$ cat src/rtl/sv32_xlate_pkg.sv
package sv32_xlate_pkg;

  localparam int VA_W    = 32;
  localparam int OFF_W   = 12;
  localparam int VPN_W   = VA_W - OFF_W;
  localparam int PPN_W   = 20;
  localparam int ROOT_W  = 22;
  localparam int PTE_W   = 32;
  localparam int CAUSE_W = 4;

  localparam logic [1:0] PRIV_USER    = 2'd0;
  localparam logic [1:0] PRIV_MACHINE = 2'd3;

  typedef enum logic [1:0] {
    ACC_FETCH = 2'd0,
    ACC_LOAD  = 2'd1,
    ACC_STORE = 2'd2
  } acc_e;

  typedef struct packed {
    logic u;
    logic x;
    logic w;
    logic r;
  } perm_t;

  typedef struct packed {
    logic             valid;
    logic [VPN_W-1:0] vpn;
    logic [PPN_W-1:0] ppn;
    perm_t            perm;
  } tlb_ent_t;

  function automatic perm_t pte_perm(logic [PTE_W-1:0] pte);
    perm_t p;
    p.u = pte[4];
    p.x = pte[3];
    p.w = pte[2];
    p.r = pte[1];
    return p;
  endfunction

  function automatic logic [PPN_W-1:0] pte_ppn(logic [PTE_W-1:0] pte);
    return pte[PPN_W+9:10];
  endfunction

  function automatic logic pte_usable(logic [PTE_W-1:0] pte, logic err);
    return pte[0] && !err;
  endfunction

  function automatic logic access_ok(acc_e kind, logic [1:0] priv, perm_t p);
    logic need;
    case (kind)
      ACC_FETCH: need = p.x;
      ACC_LOAD:  need = p.r;
      default:   need = p.w;
    endcase
    return need && ((priv != PRIV_USER) || p.u);
  endfunction

  function automatic logic [CAUSE_W-1:0] fault_cause(acc_e kind);
    case (kind)
      ACC_FETCH: return 4'd12;
      ACC_LOAD:  return 4'd13;
      default:   return 4'd15;
    endcase
  endfunction

  function automatic logic [VA_W-1:0] join_pa(logic [PPN_W-1:0] ppn, logic [VA_W-1:0] va);
    return {ppn, va[OFF_W-1:0]};
  endfunction

endpackage

$ cat src/rtl/sv32_tlb.sv
module sv32_tlb
  import sv32_xlate_pkg::*;
#(
  parameter int ENTRIES = 4,
  parameter int NPORTS  = 2
) (
  input  logic                           clk,
  input  logic                           rst_n,
  input  logic                           flush_i,
  input  logic [NPORTS-1:0][VPN_W-1:0]   look_vpn_i,
  output logic [NPORTS-1:0]              hit_o,
  output logic [NPORTS-1:0][PPN_W-1:0]   hit_ppn_o,
  output perm_t [NPORTS-1:0]             hit_perm_o,
  input  logic                           fill_i,
  input  logic [VPN_W-1:0]               fill_vpn_i,
  input  logic [PPN_W-1:0]               fill_ppn_i,
  input  perm_t                          fill_perm_i
);

  localparam int IDX_W = (ENTRIES > 1) ? $clog2(ENTRIES) : 1;
  localparam logic [IDX_W-1:0] LAST_IDX = IDX_W'(ENTRIES - 1);

  tlb_ent_t         ent_q [ENTRIES];
  logic [IDX_W-1:0] rr_q;

  always_ff @(posedge clk) begin
    if (!rst_n || flush_i) begin
      for (int e = 0; e < ENTRIES; e++) ent_q[e].valid <= 1'b0;
      rr_q <= '0;
    end else if (fill_i) begin
      ent_q[rr_q] <= '{valid: 1'b1, vpn: fill_vpn_i, ppn: fill_ppn_i, perm: fill_perm_i};
      rr_q        <= (rr_q == LAST_IDX) ? '0 : rr_q + 1'b1;
    end
  end

  for (genvar p = 0; p < NPORTS; p++) begin : g_look
    logic [ENTRIES-1:0] match;
    logic [PPN_W-1:0]   sel_ppn;
    perm_t              sel_perm;

    always_comb begin
      sel_ppn  = '0;
      sel_perm = '0;
      for (int e = 0; e < ENTRIES; e++) begin
        match[e] = ent_q[e].valid && (ent_q[e].vpn == look_vpn_i[p]);
        if (match[e]) begin
          sel_ppn  = ent_q[e].ppn;
          sel_perm = ent_q[e].perm;
        end
      end
    end

    assign hit_o[p]      = |match;
    assign hit_ppn_o[p]  = sel_ppn;
    assign hit_perm_o[p] = sel_perm;

    // a page never occupies two entries
    a_r9_single_match: assert property (@(posedge clk) disable iff (!rst_n)
      $onehot0(match));

    // after a flush pulse nothing can hit
    a_r8_flush_empties: assert property (@(posedge clk) disable iff (!rst_n)
      flush_i |=> !hit_o[p]);
  end

endmodule

$ cat src/rtl/sv32_walk_arb.sv
module sv32_walk_arb
  import sv32_xlate_pkg::*;
(
  input  logic                    clk,
  input  logic                    rst_n,
  input  logic [1:0]              miss_i,
  input  logic [1:0][VPN_W-1:0]   vpn_i,
  input  logic                    done_i,
  output logic                    req_o,
  output logic [VPN_W-1:0]        vpn_o,
  output logic [1:0]              grant_o
);

  logic [1:0]       grant_q;
  logic [VPN_W-1:0] vpn_q;

  assign req_o   = |grant_q;
  assign vpn_o   = vpn_q;
  assign grant_o = grant_q;

  always_ff @(posedge clk) begin
    if (!rst_n) begin
      grant_q <= '0;
      vpn_q   <= '0;
    end else if (req_o) begin
      if (done_i) grant_q <= '0;
    end else if (miss_i[0]) begin
      grant_q <= 2'b01;
      vpn_q   <= vpn_i[0];
    end else if (miss_i[1]) begin
      grant_q <= 2'b10;
      vpn_q   <= vpn_i[1];
    end
  end

  // fetch miss wins an idle walker
  a_r10_fetch_first: assert property (@(posedge clk) disable iff (!rst_n)
    (!req_o && miss_i[0]) |=> (grant_q == 2'b01));

  a_r10_one_owner: assert property (@(posedge clk) disable iff (!rst_n)
    $onehot0(grant_q));

  // an outstanding walk keeps its page number
  a_r4_walk_holds: assert property (@(posedge clk) disable iff (!rst_n)
    (req_o && !done_i) |=> (req_o && $stable(vpn_o)));

endmodule

$ cat src/rtl/sv32_xlate.sv
module sv32_xlate
  import sv32_xlate_pkg::*;
#(
  parameter int TLB_ENTRIES = 4
) (
  input  logic                 clk,
  input  logic                 rst_n,
  input  logic [31:0]          satp_i,
  input  logic [1:0]           priv_i,
  input  logic                 flush_i,
  input  logic                 if_req_i,
  input  logic [31:0]          if_vaddr_i,
  output logic [31:0]          if_paddr_o,
  output logic                 if_ready_o,
  output logic                 if_fault_o,
  output logic [3:0]           if_cause_o,
  input  logic                 dt_req_i,
  input  logic                 dt_we_i,
  input  logic [31:0]          dt_vaddr_i,
  output logic [31:0]          dt_paddr_o,
  output logic                 dt_ready_o,
  output logic                 dt_fault_o,
  output logic [3:0]           dt_cause_o,
  output logic                 ptw_req_o,
  output logic [19:0]          ptw_vpn_o,
  output logic [21:0]          ptw_root_o,
  input  logic                 ptw_done_i,
  input  logic [31:0]          ptw_pte_i,
  input  logic                 ptw_err_i
);

  localparam int NPORTS = 2;

  logic                              xlate_on;
  logic [NPORTS-1:0]                 req;
  logic [NPORTS-1:0][VA_W-1:0]       va;
  logic [NPORTS-1:0][VPN_W-1:0]      look_vpn;
  logic [NPORTS-1:0]                 hit;
  logic [NPORTS-1:0][PPN_W-1:0]      hit_ppn;
  perm_t [NPORTS-1:0]                hit_perm;
  logic [NPORTS-1:0]                 miss;
  logic [NPORTS-1:0]                 walk_fault;
  logic [NPORTS-1:0]                 perm_fault;
  logic [NPORTS-1:0]                 fault;
  logic [NPORTS-1:0]                 ready;
  logic [NPORTS-1:0][VA_W-1:0]       pa;
  logic [NPORTS-1:0][CAUSE_W-1:0]    cause;
  logic [1:0]                        grant;
  logic                              walk_bad;
  logic                              fill;
  logic                              unused_bits;

  assign xlate_on    = satp_i[31] && (priv_i != PRIV_MACHINE);
  assign walk_bad    = !pte_usable(ptw_pte_i, ptw_err_i);
  assign fill        = ptw_req_o && ptw_done_i && !walk_bad && !flush_i;
  assign ptw_root_o  = satp_i[ROOT_W-1:0];
  assign unused_bits = ^satp_i[30:ROOT_W];

  assign req = {dt_req_i, if_req_i};
  assign va  = {dt_vaddr_i, if_vaddr_i};

  for (genvar p = 0; p < NPORTS; p++) begin : g_port
    acc_e kind;
    assign kind = (p == 0) ? ACC_FETCH : (dt_we_i ? ACC_STORE : ACC_LOAD);

    assign look_vpn[p]   = va[p][VA_W-1:OFF_W];
    assign miss[p]       = req[p] && xlate_on && !hit[p];
    assign walk_fault[p] = grant[p] && ptw_done_i && walk_bad;
    assign perm_fault[p] = hit[p] && !access_ok(kind, priv_i, hit_perm[p]);
    assign fault[p]      = req[p] && xlate_on && (perm_fault[p] || walk_fault[p]);
    assign ready[p]      = !xlate_on || !req[p] || hit[p] || walk_fault[p];
    assign pa[p]         = (xlate_on && hit[p]) ? join_pa(hit_ppn[p], va[p]) : va[p];
    assign cause[p]      = fault_cause(kind);
  end

  assign if_paddr_o = pa[0];
  assign if_ready_o = ready[0];
  assign if_fault_o = fault[0];
  assign if_cause_o = cause[0];
  assign dt_paddr_o = pa[1];
  assign dt_ready_o = ready[1];
  assign dt_fault_o = fault[1];
  assign dt_cause_o = cause[1];

  sv32_tlb #(.ENTRIES(TLB_ENTRIES), .NPORTS(NPORTS)) u_tlb (
    .clk         (clk),
    .rst_n       (rst_n),
    .flush_i     (flush_i),
    .look_vpn_i  (look_vpn),
    .hit_o       (hit),
    .hit_ppn_o   (hit_ppn),
    .hit_perm_o  (hit_perm),
    .fill_i      (fill),
    .fill_vpn_i  (ptw_vpn_o),
    .fill_ppn_i  (pte_ppn(ptw_pte_i)),
    .fill_perm_i (pte_perm(ptw_pte_i))
  );

  sv32_walk_arb u_arb (
    .clk     (clk),
    .rst_n   (rst_n),
    .miss_i  (miss),
    .vpn_i   (look_vpn),
    .done_i  (ptw_done_i),
    .req_o   (ptw_req_o),
    .vpn_o   (ptw_vpn_o),
    .grant_o (grant)
  );

  // bare or machine mode passes addresses straight through
  a_r1_bare_passthru: assert property (@(posedge clk) disable iff (!rst_n)
    (dt_req_i && !satp_i[31]) |-> (dt_paddr_o == dt_vaddr_i && dt_ready_o && !dt_fault_o));

  // page offset is never altered
  a_r3_offset_kept: assert property (@(posedge clk) disable iff (!rst_n)
    if_paddr_o[OFF_W-1:0] == if_vaddr_i[OFF_W-1:0]);

  // data fault cause follows the access direction
  a_r5_data_cause: assert property (@(posedge clk) disable iff (!rst_n)
    dt_fault_o |-> (dt_cause_o == (dt_we_i ? 4'd15 : 4'd13)));

  // with no port missing, an idle walker stays idle
  a_r11_hit_no_walk: assert property (@(posedge clk) disable iff (!rst_n)
    (!ptw_req_o && !miss[0] && !miss[1]) |=> !ptw_req_o);

  // a good walk for the data port lets a held request complete next cycle
  a_r4_fill_then_hit: assert property (@(posedge clk) disable iff (!rst_n)
    (fill && grant[1] && dt_req_i) |=>
      (!(dt_req_i && $stable(dt_vaddr_i) && $stable(satp_i) && $stable(priv_i)) || dt_ready_o));

endmodule

$ cat config.mk
export PLATFORM = sky130hd
export DESIGN_NAME = sv32_xlate
export DESIGN_NICKNAME = d
export VERILOG_FILES = /design/src/rtl/sv32_xlate_pkg.sv /design/src/rtl/sv32_tlb.sv /design/src/rtl/sv32_walk_arb.sv /design/src/rtl/sv32_xlate.sv
export SDC_FILE = /design/constraint.sdc
export NUM_CORES = 1
export LEC_CHECK = 0
export ABC_AREA = 1
export BUFFER_PORTS_ARGS = -buffer_cell sky130_fd_sc_hd__buf_2
export CORE_UTILIZATION = 35
export DETAILED_ROUTE_END_ITERATION = 10
export GPL_TIMING_DRIVEN = 1
export HOLD_SLACK_MARGIN = 0.02
export RECOVER_POWER = 100
export SYNTH_ARGS = -nofsm -noshare
export SYNTH_HDL_FRONTEND = slang
export SYNTH_SLANG_ARGS = --single-unit
$ cat constraint.sdc
create_clock -name clk -period 4.7 [get_ports clk]
set_input_delay 0.47 -clock clk [delete_from_list [all_inputs] [get_ports clk]]
set_output_delay 0.47 -clock clk [all_outputs]
set_load 0.02 [all_outputs]
==> results.toml <==
[finish]
final_cells = 2275
final_nets = 1940
final_util = 0.4024
drive_gt1_frac = 0.1049
num_antenna_cells = 0
syn2layout_area_growth_pct = 12.24

[clock_network]
postCtsHoldBufs = 0
post_cts_resize_count = 0
clockBufferDepth = 3
clk_pin_slew_worst_paths_ns = 0.06
post_cts_buffers = 0
root_buffer = "clkbuf_16"
cts_max_level = 1
cts_buffers = 25
clock_latency_ns = 0.53
cts_num_sinks = 204
tritoncts = "yes"

[worst_setup_path]
slowest_delay_ns = 0.76
cp_data_arrival_time_ns = 3.75
path_delay_family = "compound AO/OA/AOI/OAI gates"
critPathBufInv = 3
startpoint_type = "flop"
r2r-start = "u_tlb.ent_q[2][35]"
required_ns = 4.23
worstSetupPathType = "flop to output port"
end_kind = "output port"
crit_chain = "o21ai_0 > nor2_1 > nand2_1 > nor2_1 > nand3_1 > buf_4 > nand2_2 > o21ai_2 > clkbuf_1 > a21oi_1 > a21oi_1 > buf_2"
worstSetupStartpoint = "u_tlb.ent_q[3][24]"
slowest_stage = "o21ai_2"
critPathMaxFanout = 21

[timing]
rsz0062_at_grt = "no"
worst_slew_pin_slew_ns = 1.372
final.setup.tns_ns = 0
setup_viol = 0
setup_ws_ns = 0.4769
fmax_ghz = 0.2368
final_max_slew_viol_count = 0
period_needed_ns = 4.223
fin_worst_skew_ns = 0.01452
maxSlewHeadroom = 0.08531
period_share = 0.8985
hold_violations = 0

[placement]
place_inst = 2229
place.detailed.hpwl_um = 33640
dp_slack_ns = 1.134
io_buffers = 141
routabilityCongestion = 1.012

[hold_path]
holdCritStartpoint = "flush_i"
hold_path.class = "input pin to flop"

[yosys]
ys_types = 34
ys_seq_elements = 204
synth-compound-area-share = 0.07381
synth_simple_gate_area_frac = 0.3077
synth_top_family_by_area = "simple AND/OR/NAND/NOR gates"
yosysSeqAreaShare = 0.4718
yosysWarnings = 0
synth_mux_area_frac = 0.003610
syn_area_mm2 = 0.01248
synthAdderAreaFrac = 0.001003
syn_inst = 1726
synth_xor_area_frac = 0.01615
syn_avg_cell_area_um2 = 7.228

[detailed_routing]
post-route-drc-count = 0
initialDrtViolationCount = 1130
wire_per_inst_um = 20.59
route.vias.total = 11495
wl_um = 46850
firstDrtPassIters = 6
ant_nets = 0
viasPerCell = 5.053

[global_routing]
grtUsageTotal = 0.2571
grt_overflow = 0
grt_pass1_vias = 10815
grt_max_degree = 45
antenna_found_initial = 0
grt_pass1_wl_um = 68450

[die]
start_util = 0.3585
fp-row-count = 68
io-pin-count = 257
core_mm2 = 0.03480
dieArea_mm2 = 0.03640
die_w_um = 190.8
dieHeight_um = 190.8

[outcome]
status = "complete, no violations"

[pwr]
vdd_drop_max_uv = 245.9
p_per_area_mw_per_mm2 = 314.5
leakagePower_uw = 0.006300

[flow_run]
drv_cap = 0
==> registers in the layout, indices dropped and copies added, names as in the netlist <==
name	count
u_tlb.rr_q	2
u_arb.grant_o	2
u_tlb.ent_q	180
u_arb.vpn_o	20
==> tightest hold or removal path, cell delays in order <==
cell     delay, ns
buf_2         0.07
nor2_1        0.07
o21ai_0       0.09
==> synth_stat cells <==
cell type,n,area share
buf_1,3,0.00090
nor2_1,271,0.082
nand2_2,2,0.0010
dfxtp_1,24,0.039
inv_1,192,0.058
o21ai_1,8,0.0032
o21ai_4,1,0.0013
nand3_1,74,0.030
ha_1,1,0.0010
o211ai_1,8,0.0048
inv_2,25,0.0075
nor2_2,5,0.0025
o22ai_1,1,0.00050
or2_2,3,0.0015
or2_1,1,0.00050
o21a_1,2,0.0012
xor2_1,3,0.0021
buf_2,32,0.013
nor3_1,4,0.0016
buf_6,2,0.0018
mux2_2,4,0.0036
edfxtp_1,180,0.43
buf_4,62,0.037
nand2_1,609,0.18
nand3b_1,1,0.00060
o21ai_0,109,0.044
nand3_4,1,0.0014
conb_1,2,0.00060
a21oi_1,45,0.018
nand3_2,4,0.0032
nand2_4,1,0.00090
xnor2_1,20,0.014
clkbuf_1,24,0.0072
a31oi_1,2,0.0010
==> per-layer routing <==
| metal | vias to the layer above | wire [um] | track usage |
|---|---|---|---|
| met5 | - | 0 | 0 |
| met4 | 0 | 1942 | 0.1037 |
| met3 | 134 | 3232 | 0.02650 |
| met2 | 505 | 21330 | 0.4135 |
| met1 | 5368 | 20340 | 0.3525 |
| li1 | 5488 | - | - |
==> cell type report <==
type | count | area, um^2
timing repair buffer | 166 | 819.5
inverter | 217 | 814.5
sequential | 204 | 5886
tap | 455 | 569.3
clock buffer | 31 | 668.1
clock inverter | 15 | 176.4
fill | 3640 | 20800
multi-input combinational | 1187 | 5069
==> worst paths after layout <==
kind / to / slack, ns / depth (start not counted)
worst max-delay path: dt_paddr_o[19] / 0.48 / 12
worst min-delay path: u_tlb.ent_q[2][44] / 0.30 / 3
worst max register to register: u_arb.vpn_o[2] / 0.78 / 15
worst min register to register: u_arb.grant_o[0] / 0.52 / 2
==> cell usage in the layout (no fill, tap or decap), types with 7 or more instances in the layout <==
cell,netlist,final
nand2_1,609,610
dfxtp_1,24,24
a21oi_1,45,45
o21ai_1,8,7
o21ai_0,109,109
buf_4,62,18
buf_2,32,82
clkbuf_16,0,25
nor2_1,271,268
inv_1,192,192
xnor2_1,20,20
inv_2,25,25
clkbuf_1,24,65
conb_1,2,7
o211ai_1,8,8
nand3_1,74,74
edfxtp_1,180,180
==> report_power, final <==
group / internal, uW / switching, uW / leakage [uW]
combinational: 120 / 313 / 0.00383
sequential: 1970 / 14.1 / 0.00205
clock: 1220 / 768 / 0.000416
total: 3310 / 1100 / 0.00630
==> cells by family after synthesis <==
kind of cell               Yosys count
AOI/OAI and AO/OA                  176
xor gates and xnor gates            23
adders and majority gates            1
buffers and inverters              340
DFF                                204
muxes                                4
other                                2
and+or+nand+nor                    976
==> metrics by stage <==
step           total power (uW)  cell area [um^2]  hold slack [ns]
2_1_floorplan              2328             12500           0.4685
3_3_place_gp               2454             13280           0.4870
3_5_place_dp               2457             13280           0.5139
4_1_cts                    4437             14120           0.2765
5_1_grt                    4533             14000           0.3104
6_report                   4404             14000           0.3006
(Power assumes the default switching activity.)
